[src/rtl/tctx_pkg.sv]
package tctx_pkg;
  // Priority encoding is fixed by the register layout: eight levels, byte data.
  localparam int PRIO_LEVELS = 8;
  localparam int DW          = 8;
  localparam logic [DW-1:0] PRIO_NONE = '1;

  localparam int OFS_PEND = 0;
  localparam int OFS_CPPR = 1;
  localparam int OFS_ACK  = 2;

  // One-hot pending bit for a priority; zero when the priority is out of range.
  function automatic logic [PRIO_LEVELS-1:0] prio_to_bit(input logic [DW-1:0] p);
    logic [PRIO_LEVELS-1:0] b;
    b = '0;
    for (int i = 0; i < PRIO_LEVELS; i++) begin
      if (p == DW'(i)) b[PRIO_LEVELS-1-i] = 1'b1;
    end
    return b;
  endfunction

  // Most favoured pending priority (leading one from the MSB), PRIO_NONE if empty.
  function automatic logic [DW-1:0] lead_prio(input logic [PRIO_LEVELS-1:0] ipb);
    logic [DW-1:0] r;
    r = PRIO_NONE;
    for (int i = PRIO_LEVELS-1; i >= 0; i--) begin
      if (ipb[PRIO_LEVELS-1-i]) r = DW'(i);
    end
    return r;
  endfunction
endpackage

[src/rtl/tctx_access_gate.sv]
module tctx_access_gate #(
  parameter int NUM_RINGS = 4,
  parameter int OFS_W     = 4,
  localparam int RW       = $clog2(NUM_RINGS),
  localparam int AW       = 2*RW + OFS_W
) (
  input  logic          rd_en,
  input  logic          wr_en,
  input  logic [AW-1:0] addr,
  output logic [RW-1:0] ring,
  output logic [OFS_W-1:0] ofs,
  output logic          rd_ok,
  output logic          wr_ok
);
  logic [RW-1:0] page;
  logic          allowed;

  assign page = addr[AW-1 -: RW];
  assign ring = addr[OFS_W +: RW];
  assign ofs  = addr[OFS_W-1:0];

  // Higher page numbers carry less privilege and reach fewer rings.
  assign allowed = (int'(page) + int'(ring)) <= (NUM_RINGS - 1);
  assign rd_ok   = rd_en & allowed;
  assign wr_ok   = wr_en & allowed;
endmodule

[src/rtl/tctx_ring_slot.sv]
module tctx_ring_slot
  import tctx_pkg::*;
#(
  parameter int OFS_W = 4
) (
  input  logic             clk,
  input  logic             rst,
  input  logic             pres_hit,
  input  logic [DW-1:0]    pres_prio,
  input  logic             wr_hit,
  input  logic             rd_hit,
  input  logic [OFS_W-1:0] ofs,
  input  logic [DW-1:0]    wdata,
  output logic [DW-1:0]    rd_val,
  output logic             sig_next,
  output logic             bit_set
);
  logic [PRIO_LEVELS-1:0] ipb_q, ipb_n, new_bit, ack_bit;
  logic [DW-1:0]          cppr_q, cppr_n, lead_q, lead_n;
  logic                   ack;

  assign lead_q  = lead_prio(ipb_q);
  assign new_bit = pres_hit ? prio_to_bit(pres_prio) : '0;
  assign bit_set = |new_bit;
  assign ack     = rd_hit && (ofs == OFS_W'(OFS_ACK)) && (ipb_q != '0);
  assign ack_bit = ack ? prio_to_bit(lead_q) : '0;

  always_comb begin
    case (int'(ofs))
      OFS_PEND: rd_val = DW'(ipb_q);
      OFS_CPPR: rd_val = cppr_q;
      OFS_ACK:  rd_val = lead_q;
      default:  rd_val = '0;
    endcase
  end

  always_comb begin
    ipb_n  = ipb_q;
    cppr_n = cppr_q;
    if (wr_hit && ofs == OFS_W'(OFS_PEND)) ipb_n  = wdata[PRIO_LEVELS-1:0];
    if (wr_hit && ofs == OFS_W'(OFS_CPPR)) cppr_n = wdata;
    if (ack) cppr_n = lead_q;
    ipb_n = (ipb_n & ~ack_bit) | new_bit;
  end

  assign lead_n   = lead_prio(ipb_n);
  assign sig_next = (ipb_n != '0) && (lead_n < cppr_n);

  always_ff @(posedge clk) begin
    if (rst) begin
      ipb_q  <= '0;
      cppr_q <= PRIO_NONE;
    end else begin
      ipb_q  <= ipb_n;
      cppr_q <= cppr_n;
    end
  end
endmodule

[src/rtl/tctx_irq_route.sv]
module tctx_irq_route #(
  parameter int NUM_RINGS = 4,
  localparam int HALF     = NUM_RINGS / 2
) (
  input  logic                 clk,
  input  logic                 rst,
  input  logic [NUM_RINGS-1:0] sig_next,
  input  logic [NUM_RINGS-1:0] bit_set,
  input  logic                 os_clr,
  output logic                 os_irq,
  output logic                 hv_irq
);
  logic mask_q, mask_n;

  always_comb begin
    mask_n = mask_q;
    if (|bit_set[HALF-1:0]) mask_n = 1'b0;
    if (os_clr)             mask_n = 1'b1;
  end

  always_ff @(posedge clk) begin
    if (rst) begin
      mask_q <= 1'b0;
      os_irq <= 1'b0;
      hv_irq <= 1'b0;
    end else begin
      mask_q <= mask_n;
      os_irq <= (|sig_next[HALF-1:0]) & ~mask_n;
      hv_irq <= |sig_next[NUM_RINGS-1:HALF];
    end
  end
endmodule

[src/rtl/thread_irq_ctx.sv]
module thread_irq_ctx
  import tctx_pkg::*;
#(
  parameter int NUM_RINGS = 4,
  parameter int OFS_W     = 4,
  localparam int RW       = $clog2(NUM_RINGS),
  localparam int AW       = 2*RW + OFS_W
) (
  input  logic          clk,
  input  logic          rst,
  input  logic          pres_valid,
  input  logic [RW-1:0] pres_ring,
  input  logic [DW-1:0] pres_prio,
  input  logic          os_clr,
  input  logic          reg_rd_en,
  input  logic          reg_wr_en,
  input  logic [AW-1:0] reg_addr,
  input  logic [DW-1:0] reg_wdata,
  output logic [DW-1:0] reg_rdata,
  output logic          reg_rvalid,
  output logic          os_irq,
  output logic          hv_irq
);
  logic [RW-1:0]    acc_ring;
  logic [OFS_W-1:0] acc_ofs;
  logic             rd_ok, wr_ok;
  logic [NUM_RINGS-1:0][DW-1:0] slot_rd;
  logic [NUM_RINGS-1:0] sig_next, bit_set;

  tctx_access_gate #(.NUM_RINGS(NUM_RINGS), .OFS_W(OFS_W)) gate_i (
    .rd_en(reg_rd_en), .wr_en(reg_wr_en), .addr(reg_addr),
    .ring(acc_ring), .ofs(acc_ofs), .rd_ok(rd_ok), .wr_ok(wr_ok)
  );

  for (genvar g = 0; g < NUM_RINGS; g++) begin : g_ring
    tctx_ring_slot #(.OFS_W(OFS_W)) slot_i (
      .clk(clk), .rst(rst),
      .pres_hit(pres_valid && pres_ring == RW'(g)),
      .pres_prio(pres_prio),
      .wr_hit(wr_ok && acc_ring == RW'(g)),
      .rd_hit(rd_ok && acc_ring == RW'(g)),
      .ofs(acc_ofs), .wdata(reg_wdata),
      .rd_val(slot_rd[g]), .sig_next(sig_next[g]), .bit_set(bit_set[g])
    );
  end

  tctx_irq_route #(.NUM_RINGS(NUM_RINGS)) route_i (
    .clk(clk), .rst(rst), .sig_next(sig_next), .bit_set(bit_set),
    .os_clr(os_clr), .os_irq(os_irq), .hv_irq(hv_irq)
  );

  always_ff @(posedge clk) begin
    if (rst) begin
      reg_rdata  <= '0;
      reg_rvalid <= 1'b0;
    end else begin
      reg_rvalid <= reg_rd_en;
      reg_rdata  <= rd_ok ? slot_rd[acc_ring] : '0;
    end
  end
endmodule

[config.mk]
export PLATFORM = sky130hd
export DESIGN_NAME = thread_irq_ctx
export DESIGN_NICKNAME = d
export VERILOG_FILES = /design/src/rtl/tctx_pkg.sv /design/src/rtl/tctx_access_gate.sv /design/src/rtl/tctx_ring_slot.sv /design/src/rtl/tctx_irq_route.sv /design/src/rtl/thread_irq_ctx.sv
export SDC_FILE = /design/constraint.sdc
export NUM_CORES = 1
export LEC_CHECK = 0
export BUFFER_PORTS_ARGS = -buffer_cell sky130_fd_sc_hd__buf_2
export CAP_MARGIN = 20
export CORE_ASPECT_RATIO = 1.1
export CORE_UTILIZATION = 45
export DETAILED_ROUTE_END_ITERATION = 16
export MAX_ROUTING_LAYER = met4
export PLACE_DENSITY = 0.61
export SYNTH_ARGS = -nofsm -noshare
export SYNTH_HDL_FRONTEND = slang
export SYNTH_HIERARCHICAL = 1
export SYNTH_SLANG_ARGS = --single-unit
[constraint.sdc]
create_clock -name clk -period 9 [get_ports clk]
set_input_delay 0.45 -clock clk [delete_from_list [all_inputs] [get_ports clk]]
set_output_delay 0.45 -clock clk [all_outputs]
set_load 0.01 [all_outputs]
==> impl_metrics.yaml, run 1 <==
floorplanning:
  start_util_pct: 46.6
  num_rows: 46
  dieArea_um2: 15600
  die_h_um: 131
  core-area_um2: 14600
  boundaryPins: 43
  die_w_um: 119
critical_path:
  worstPathCellList: "buf_2 -> fa_1 -> nor2b_1 -> and3_1 -> nor3b_2 -> and2_1 -> mux2_2 -> a2bb2oi_1 -> inv_1 -> nor4_4 -> ha_1 -> a21oi_1 -> nor2b_1 -> o21ai_0 -> nand2_1 -> a211oi_2 -> nor2_1 -> nor2_1"
  crit_path_top_delay_cell: "fa_1"
  crit_buf_inv: 2
  critical_path_arrival_ns: 4.88
  critPathTopFamily: "simple AND/OR/NAND/NOR gates"
  cp.required_ns: 9.28
  max_stage_delay_ns: 0.51
  cp_max_fo: 25
  critPathKind: "in2reg"
  r2r_setup_slack_ns: 5.52
  crit_path_start_kind: "input pin"
  worst_setup_path_end_kind: "register"
status:
  status: "complete, no violations"
logic_synthesis:
  ys_seq_elements: 76
  synth_area_um2: 6790
  synth_warnings: 6
  syn_inst: 788
  synth_nets: 850
  syn_area_per_cell_um2: 8.61
  ys_types: 70
  synth_enable_flop_cells: 0
  postSynth.asyncResetShare_pct: 0
  synthFlopType: "dfxtp_1"
  ys_seq_area_share_pct: 22.4
timing:
  finClkSkew_ns: 0.00984
  holdWs_ns: 0.320
  setup_violations: 0
  max_freq_ghz: 0.217
  setup_tns_ns: 0
  maxSlewViolCount: 0
  grt_setup_unrepaired: "false"
  finalHoldViolations: 0
  max-slew-margin-rel_pct: 45.0
  period_needed_ns: 4.60
  tightest_slew_ns: 0.824
  layout_worst_path_cycle_share_pct: 51.1
placement:
  dp_hpwl_mm: 15.2
  gp_congestion: 0.928
  port_buffers: 42
worst_hold_path:
  hp-class: "in2reg"
cts:
  clkSinkCount: 76
  clk_latency_ns: 0.35
  tritoncts: "built"
  cts_made_buffers: 9
  root_buffer: "clkbuf_16"
  clk_pin_slew_ns: 0.07
  cts_setup_buffers: 0
  cts_hold_buf: 0
  post_cts_resized: 0
  htreeDepth: 3
  cts_buffer_depth: 2
layout:
  layout-drive-gt1-share_pct: 19.0
  final_util_pct: 50.3
  nNetsFinal: 864
  area_growth_pct: 8.02
  layout_commonest_cell: "mux2i_1"
  mostFrequentLayoutCells: "82 x mux2i_1, 76 x dfxtp_1, 64 x nor2_1, 42 x o21ai_0, 42 x buf_2"
power_and_ir_drop:
  p_seq_share_pct: 38.8
  power.internal_mw: 0.638
  p_comb_share_pct: 14.7
  p_clk_share_pct: 46.4
  switching_share_pct: 27.3
  power_density_nw_per_um2: 120
  ir_drop_v: 0.0000846
  power_switching_mw: 0.240
  p_leak_nw: 3.10
routing:
  firstDrtPassIters: 5
  first_iter_violations: 417
  wl_mm: 20.5
  wl_per_cell_um: 20.4
  vias: 6204
  antenna_left: 0
  drc: 0
  vias_per_cell: 6.20
global_routing:
  grt_pass1_vias: 6003
  antenna_found_initial: 2
  grt_remaining_overflow: 0
  grt_pass1_wl_mm: 32.7
  grtUsageTotal_pct: 28.2
  grt_max_degree: 71
job:
  maxCapViolations: 0
## power groups by stage
| stage | clock (mW) | sequential (mW) | combinational [mW] |
|---|---|---|---|
| CTS | 0.410 | 0.341 | 0.128 |
| detailed placement | 0 | 0.349 | 0.127 |
| finish | 0.408 | 0.341 | 0.129 |
| floorplan | 0 | 0.348 | 0.0877 |
| global placement | 0 | 0.348 | 0.124 |
| global route | 0.426 | 0.341 | 0.141 |
## layer usage
metal / vias up / routed length, µm / global-route usage [%]
met5: - / 0 / -
met1: 2989 / 8970 / 34.7
li1: 2954 / - / -
met2: 218 / 9750 / 46.3
met4: 0 / 602 / 12.0
met3: 43 / 1120 / 4.08
## per-stage QoR
step	std cells	area (µm²)	power, mW	setup slack (ns)
after detailed placement	983	7000	0.476	4.07
after global routing	1001	7330	0.908	4.04
after global placement	983	7000	0.473	4.19
after floorplan	788	6790	0.436	5.02
after CTS	999	7320	0.879	4.44
final	1001	7330	0.878	4.40
## final cells by class
| type | count | area [µm²] |
|---|---|---|
| timing repair buffer | 44 | 225 |
| clock buffer | 11 | 243 |
| multi-input combinational | 646 | 4920 |
| fill | 1376 | 7230 |
| sequential | 76 | 1520 |
| inverter | 25 | 93.8 |
| tap | 192 | 240 |
| clock inverter | 5 | 83.8 |
| antenna | 2 | 5.00 |
## synthesized netlist by cell type, types with 6 or more instances
master | n | share of area, %
nand4_1 | 12 | 1.1
and3b_1 | 7 | 0.90
buf_2 | 16 | 1.2
mux2i_1 | 82 | 12
nor4_1 | 8 | 0.74
or3_1 | 6 | 0.55
and2_1 | 16 | 1.5
nor2_1 | 64 | 3.5
nor4b_1 | 6 | 0.77
o31ai_1 | 6 | 0.66
and3_1 | 9 | 0.83
nand2b_1 | 36 | 3.3
a221oi_1 | 6 | 0.77
clkbuf_1 | 10 | 0.55
or2_2 | 18 | 1.7
o211a_1 | 11 | 1.6
buf_6 | 6 | 1.0
nand2b_4 | 8 | 1.6
buf_4 | 9 | 1.0
o21ai_0 | 42 | 3.1
o211ai_1 | 6 | 0.66
or4_4 | 6 | 1.0
nand3b_1 | 7 | 0.77
o22ai_1 | 23 | 2.1
nor2b_1 | 23 | 2.1
a221o_1 | 6 | 0.89
mux2_2 | 10 | 1.7
nor3_1 | 18 | 1.3
nand3_1 | 18 | 1.3
a21oi_1 | 40 | 3.0
nand2_1 | 29 | 1.6
ha_1 | 29 | 5.3
inv_1 | 25 | 1.4
dfxtp_1 | 76 | 22
## registers in the layout, summed over array words and instances (netlist names)
name / flops
g_ring.slot_i/cppr_q: 32
g_ring.slot_i/ipb_q: 32
reg_rdata: 8
reg_rvalid: 1
route_i/hv_irq: 1
route_i/mask_q: 1
route_i/os_irq: 1
## path summary, 6_finish.rpt
kind,start,end,cells past startpoint
worst max-delay path,reg_addr[5],route_i/hv_irq,18
worst min-delay path,reg_rd_en,reg_rvalid,2
worst max register to register,g_ring[3].slot_i/ipb_q[5],route_i/hv_irq,14
worst min register to register,route_i/mask_q,route_i/mask_q,2
## cell families (layout without fill, tap and decap cells)
logic type	Yosys count	count (layout)	share of synthesized area, %
simple gates	342	342	33.9
flops	76	76	22.4
compound gates	182	182	19.2
mux	92	92	13.8
fa+ha+maj	30	30	5.64
buf+inv	66	85	5.11
other cells	0	2	0
No activity file was read; power rests on OpenSTA's default activity.
==> run 2: changes to the inputs <==
--- a/config.mk
+++ b/config.mk
@@ -11,7 +11,7 @@
 export CORE_UTILIZATION = 45
 export DETAILED_ROUTE_END_ITERATION = 16
 export MAX_ROUTING_LAYER = met4
-export PLACE_DENSITY = 0.61
+export PLACE_DENSITY = 0.63
 export SYNTH_ARGS = -nofsm -noshare
 export SYNTH_HDL_FRONTEND = slang
 export SYNTH_HIERARCHICAL = 1
==> constraint.sdc (replaced) <==
create_clock -name clk -period 4.14 [get_ports clk]
set_input_delay 0.207 -clock clk [delete_from_list [all_inputs] [get_ports clk]]
set_output_delay 0.207 -clock clk [all_outputs]
set_load 0.01 [all_outputs]
==> run 2 against run 1 <==
  * Clock power is 130% higher
  * Design area up 4.0%
  * Die area did not move
  * Clock-buffer cell count unchanged
  * Cell count increased by 3.4%
  * Core utilization grew 2.0 points
  * Highest routed layer unchanged
  * Setup slack lost 4.1 ns
  * Global-route usage rose by 0.76 points
  * Critical endpoint unchanged
  * Flip-flop and latch count is the same
==> impl_metrics.yaml, run 2 (synthesis results as in run 1) <==
critical_path:
  critical_path_arrival_ns: 4.04
  worstPathCellList: "buf_2 -> ha_1 -> fa_1 -> nor2b_1 -> buf_4 -> and3_1 -> nor3b_2 -> and2_1 -> buf_4 -> mux2i_1 -> o32ai_1 -> nand2b_4 -> nor4_4 -> buf_4 -> ha_1 -> nand4_1 -> a311oi_1 -> a211oi_2 -> nor2_1 -> nor2_1"
  crit_path_start_kind: "input pin"
  critPathKind: "in2reg"
  max_stage_delay_ns: 0.39
  cp_max_fo: 5
  cp_common_cell: "buf_4"
  worst_setup_path_end_kind: "register"
  crit_path_top_delay_cell: "fa_1"
  cp.required_ns: 4.36
routing:
  wl_per_cell_um: 20.4
  antenna_left: 0
  wl_mm: 21.1
  firstDrtPassIters: 5
  vias_per_cell: 6.09
  drc: 0
  vias: 6306
  first_iter_violations: 436
cts:
  clkSinkCount: 76
  cts_made_buffers: 9
  root_buffer: "clkbuf_16"
  clk_latency_ns: 0.35
  cts_buffer_depth: 2
  tritoncts: "built"
  cts_hold_buf: 0
  htreeDepth: 3
  clk_pin_slew_ns: 0.06
layout:
  nNetsFinal: 901
  layout-drive-gt1-share_pct: 22.5
  final_util_pct: 52.3
  layout_commonest_cell: "mux2i_1"
  mostFrequentLayoutCells: "82 x mux2i_1, 76 x dfxtp_1, 64 x nor2_1, 42 x o21ai_0, 42 x buf_2"
  diodes: 0
  area_growth_pct: 12.3
  largestRegisters: "g_ring.slot_i/cppr_q (32), g_ring.slot_i/ipb_q (32), reg_rdata (8)"
  fin_cells: 1035
  fill_cells: 1394
  finalInstanceArea_um2: 7620
power_and_ir_drop:
  p_seq_share_pct: 37.8
  p_clk_share_pct: 47.1
  switching_share_pct: 26.0
  power_density_nw_per_um2: 258
  power_mw: 1.96
  ir_drop_v: 0.000144
  power_switching_mw: 0.510
  p_leak_nw: 3.30
  power.internal_mw: 1.45
  p_comb_share_pct: 15.1
placement:
  post_dp_cell_area_um2: 7250
  pre_cts_ws_ns: -0.0914
  dp_hpwl_mm: 15.9
  gp_congestion: 0.882
  dp_cells: 1016
  port_buffers: 42
timing:
  max_freq_ghz: 0.262
  maxSlewViolCount: 0
  max-slew-margin-rel_pct: 46.5
  period_needed_ns: 3.82
  setup_violations: 0
  grt_setup_unrepaired: "false"
  layout_worst_path_cycle_share_pct: 92.2
  finalWorstSetupSlack_ns: 0.324
  finalHoldViolations: 0
  finClkSkew_ns: 0.00657
  tightest_slew_ns: 0.795
global_routing:
  grtUsageTotal_pct: 29.0
  grt_remaining_overflow: 0
  grt_max_degree: 37
  grt_pass1_vias: 6255
  grt_pass1_wl_mm: 33.5
  antenna_found_initial: 0
floorplanning:
  num_rows: 46
  start_util_pct: 46.6
  die_w_um: 119
  dieArea_um2: 15600
  die_h_um: 131
  core-area_um2: 14600
  boundaryPins: 43
job:
  maxCapViolations: 0
status:
  status: "complete, no violations"
worst_hold_path:
  hp-class: "in2reg"
## run 2: changes by cell type in the layout (fill, tap and decap cells not counted), sizes merged
cell / previous run / this run
buf: 44 / 81
inv: 26 / 25
bufinv: 2 / 3
diode: 2 / 0
clkinvlp: 2 / 1
## run 2: final timing paths
path,start,endpoint,slack (ns),cells after the start
max reg2reg,g_ring[1].slot_i/ipb_q[5],route_i/os_irq,0.72,11
min reg2reg,route_i/mask_q,route_i/mask_q,0.60,2
max,reg_addr[4],route_i/hv_irq,0.32,20
min,reg_rd_en,reg_rvalid,0.09,2
## run 2: area by class of cell
| type | instances | area (µm²) | share of cell area (%) |
|---|---|---|---|
| Multi-Input combinational cell | 646 | 4920 | 64.6 |
| Inverter | 25 | 93.8 | 1.23 |
| Sequential cell | 76 | 1520 | 20.0 |
| Clock buffer | 11 | 243 | 3.19 |
| Tap cell | 192 | 240 | 3.15 |
| Clock inverter | 4 | 97.6 | 1.28 |
| Timing Repair Buffer | 81 | 503 | 6.60 |
## run 2: timing repair
item,in CTS,in global routing
endpoints found under the hold margin,0,0
gates resized for setup,0,1
endpoints found under the setup margin,0,2
buffers inserted,0,4
## run 2: power by group through the flow
stage | combinational [mW] | clock [mW] | sequential (mW)
after floorplan | 0.191 | 0 | 0.757
after global placement | 0.281 | 0 | 0.758
after detailed placement | 0.289 | 0 | 0.758
after CTS | 0.290 | 0.936 | 0.742
after global routing | 0.320 | 0.969 | 0.742
final | 0.297 | 0.926 | 0.742
## run 2: through the flow
stage / TNS (ns) / hold WS [ns]
after global placement: 0 / 0.435
after CTS: 0 / 0.0855
after floorplan: 0 / 0.269
final: 0 / 0.0901
after detailed placement: -0.129 / 0.444
after global routing: 0 / 0.0915
## run 2: metal layers
layer  up-vias  global-route usage [%]  wire length (µm)
li1       3025                       -                 -
met1      2983                    35.4              9290
met2       243                    47.4              9880
met3        55                    3.60              1140
met4         0                    14.3               763
met5         -                       -                 0
## run 2: critical path, delay by kind of cell
kind                       cells  cell delay, ns
and+or+nand+nor                9            1.65
AOI/OAI and AO/OA              3            0.61
buffers and inverters          4            0.62
muxes                          1            0.20
adders and majority gates      3            0.75
==> run 3: changes to the inputs <==
--- a/config.mk
+++ b/config.mk
@@ -5,7 +5,7 @@
 export SDC_FILE = /design/constraint.sdc
 export NUM_CORES = 1
 export LEC_CHECK = 0
-export BUFFER_PORTS_ARGS = -buffer_cell sky130_fd_sc_hd__buf_2
+export BUFFER_PORTS_ARGS = -buffer_cell sky130_fd_sc_hd__clkbuf_2
 export CAP_MARGIN = 20
 export CORE_ASPECT_RATIO = 1.1
 export CORE_UTILIZATION = 45
==> run 3 against run 2 <==
  * Hold slack improved by 0.012 ns
  * Global-route usage increased by 0.061 points
  * First-iteration DRC count increased by 11%
==> impl_metrics.yaml, run 3 (synthesis results as in run 1) <==
status:
  status: "complete, no violations"
routing:
  firstDrtPassIters: 7
  wl_mm: 21.0
  wl_per_cell_um: 20.5
  vias_per_cell: 6.12
  drc: 0
  first_iter_violations: 484
  vias: 6268
  antenna_left: 0
cts:
  cts_hold_buf: 0
  clk_pin_slew_ns: 0.06
  htreeDepth: 3
  tritoncts: "built"
  cts_made_buffers: 9
  cts_setup_buffers: 0
  root_buffer: "clkbuf_16"
  clk_latency_ns: 0.35
  clkSinkCount: 76
  cts_buffer_depth: 2
layout:
  mostFrequentLayoutCells: "82 x mux2i_1, 76 x dfxtp_1, 64 x nor2_1, 42 x o21ai_0, 42 x clkbuf_2"
  final_util_pct: 51.8
  diodes: 0
  layout_commonest_cell: "mux2i_1"
  layout-drive-gt1-share_pct: 22.1
  area_growth_pct: 11.1
  finalInstanceArea_um2: 7540
  largestRegisters: "g_ring.slot_i/cppr_q (32), g_ring.slot_i/ipb_q (32), reg_rdata (8)"
  nNetsFinal: 889
floorplanning:
  die_h_um: 131
  die_w_um: 119
  boundaryPins: 43
  dieArea_um2: 15600
  num_rows: 46
  core-area_um2: 14600
  start_util_pct: 46.6
critical_path:
  critical_path_arrival_ns: 4.02
  worstPathCellList: "clkbuf_2 -> ha_1 -> fa_1 -> nor2b_2 -> nor3b_1 -> nor3b_2 -> buf_4 -> and3b_1 -> nor3_1 -> a211o_1 -> nand2b_4 -> nor4_4 -> ha_1 -> o211ai_1 -> a2111oi_1 -> nor3_2 -> o211a_1"
  rr_worst_depth: 13
  crit_path_top_delay_cell: "nor4_4"
  crit_path_start_kind: "input pin"
  cp.required_ns: 4.38
  max_stage_delay_ns: 0.45
  cp_common_cell: "ha_1"
  worstSetupStartpoint: "reg_addr[4]"
  worst_setup_path_end_kind: "register"
  critPathKind: "in2reg"
  cp_max_fo: 6
  r2r-start: "g_ring[1].slot_i/ipb_q[5]"
timing:
  max-slew-margin-rel_pct: 43.6
  period_needed_ns: 3.78
  max_freq_ghz: 0.264
  grt_setup_unrepaired: "false"
  finClkSkew_ns: 0.00737
  finalHoldViolations: 0
  setup_violations: 0
  holdWs_ns: 0.102
  layout_worst_path_cycle_share_pct: 91.4
  maxSlewViolCount: 0
  tightest_slew_ns: 0.839
placement:
  post_dp_cell_area_um2: 7190
  dp_hpwl_mm: 15.9
  port_buffers: 42
  gp_congestion: 0.949
worst_hold_path:
  min_path_cells: 3
  min_from: "os_clr"
  hp-class: "in2reg"
global_routing:
  grt_remaining_overflow: 0
  grt_pass1_vias: 6337
  antenna_found_initial: 0
  grt_pass1_wl_mm: 34.0
  grtUsageTotal_pct: 29.0
  grt_max_degree: 56
power_and_ir_drop:
  p_seq_share_pct: 38.4
  power_switching_mw: 0.507
  power.internal_mw: 1.42
  p_clk_share_pct: 46.3
  ir_drop_v: 0.000177
  power_density_nw_per_um2: 256
  p_comb_share_pct: 15.3
  power_mw: 1.93
  switching_share_pct: 26.2
  p_leak_nw: 3.25
job:
  maxCapViolations: 0
[run 3: cell types whose count changed in the layout (fill, tap and decap cells not counted), moves of 2 or more]
cell / before / now
clkinv_2: 0 / 2
and2_1: 16 / 14
and2_2: 0 / 2
buf_4: 39 / 27
clkbuf_8: 1 / 3
buf_2: 42 / 0
clkbuf_2: 0 / 42
[run 3: final timing paths]
path | to | slack (ns)
worst min register to register | route_i/mask_q | 0.60
worst max-delay path | route_i/os_irq | 0.36
worst max register to register | route_i/os_irq | 0.76
worst min-delay path | route_i/mask_q | 0.10
[run 3: final cells by class]
| type | instances | area (µm²) |
|---|---|---|
| repair buffers | 69 | 413 |
| well taps | 192 | 240 |
| clock inverters | 4 | 70.1 |
| inverters | 25 | 93.8 |
| multi-input cells | 646 | 4930 |
| clock buffers | 12 | 267 |
| flip-flops and latches | 76 | 1520 |
| fillers | 1417 | 7020 |
[run 3: power by group through the flow]
stage                     clock network [mW]  registers [mW]  logic [mW]
after floorplan                            0           0.757       0.191
final                                  0.895           0.742       0.295
after global routing                   0.944           0.742       0.320
after CTS                              0.909           0.741       0.291
after detailed placement                   0           0.758       0.290
after global placement                     0           0.757       0.282
[run 3: routing by layer]
layer	GRT usage (%)	up-vias	share of wire, %
li1	-	3005	-
met1	36.3	2977	44
met2	47.5	238	47
met3	3.95	48	6.4
met4	11.4	0	2.8
met5	-	-	0
[run 3: what timing repair did]
action,in CTS,in global routing
endpoints found under the setup margin,0,2
hold endpoints to repair,0,0
resized for setup,0,5
[run 3: through the flow]
| step | TNS [ns] | instances | setup slack (ns) |
|---|---|---|---|
| floorplan | 0 | 788 | 0.408 |
| global placement | -0.00555 | 1008 | -0.00555 |
| detailed placement | -0.269 | 1008 | -0.187 |
| CTS | 0 | 1024 | 0.186 |
| global route | 0 | 1024 | 0.0941 |
| finish | 0 | 1024 | 0.356 |
[run 3: critical path: cells and delay by family]
family / cells / cell delay [ns]
buffers and inverters: 2 / 0.28
adder cells (fa/ha/maj): 3 / 0.84
AND/OR/NAND/NOR: 8 / 1.66
AO/OA/AOI/OAI: 4 / 1.04
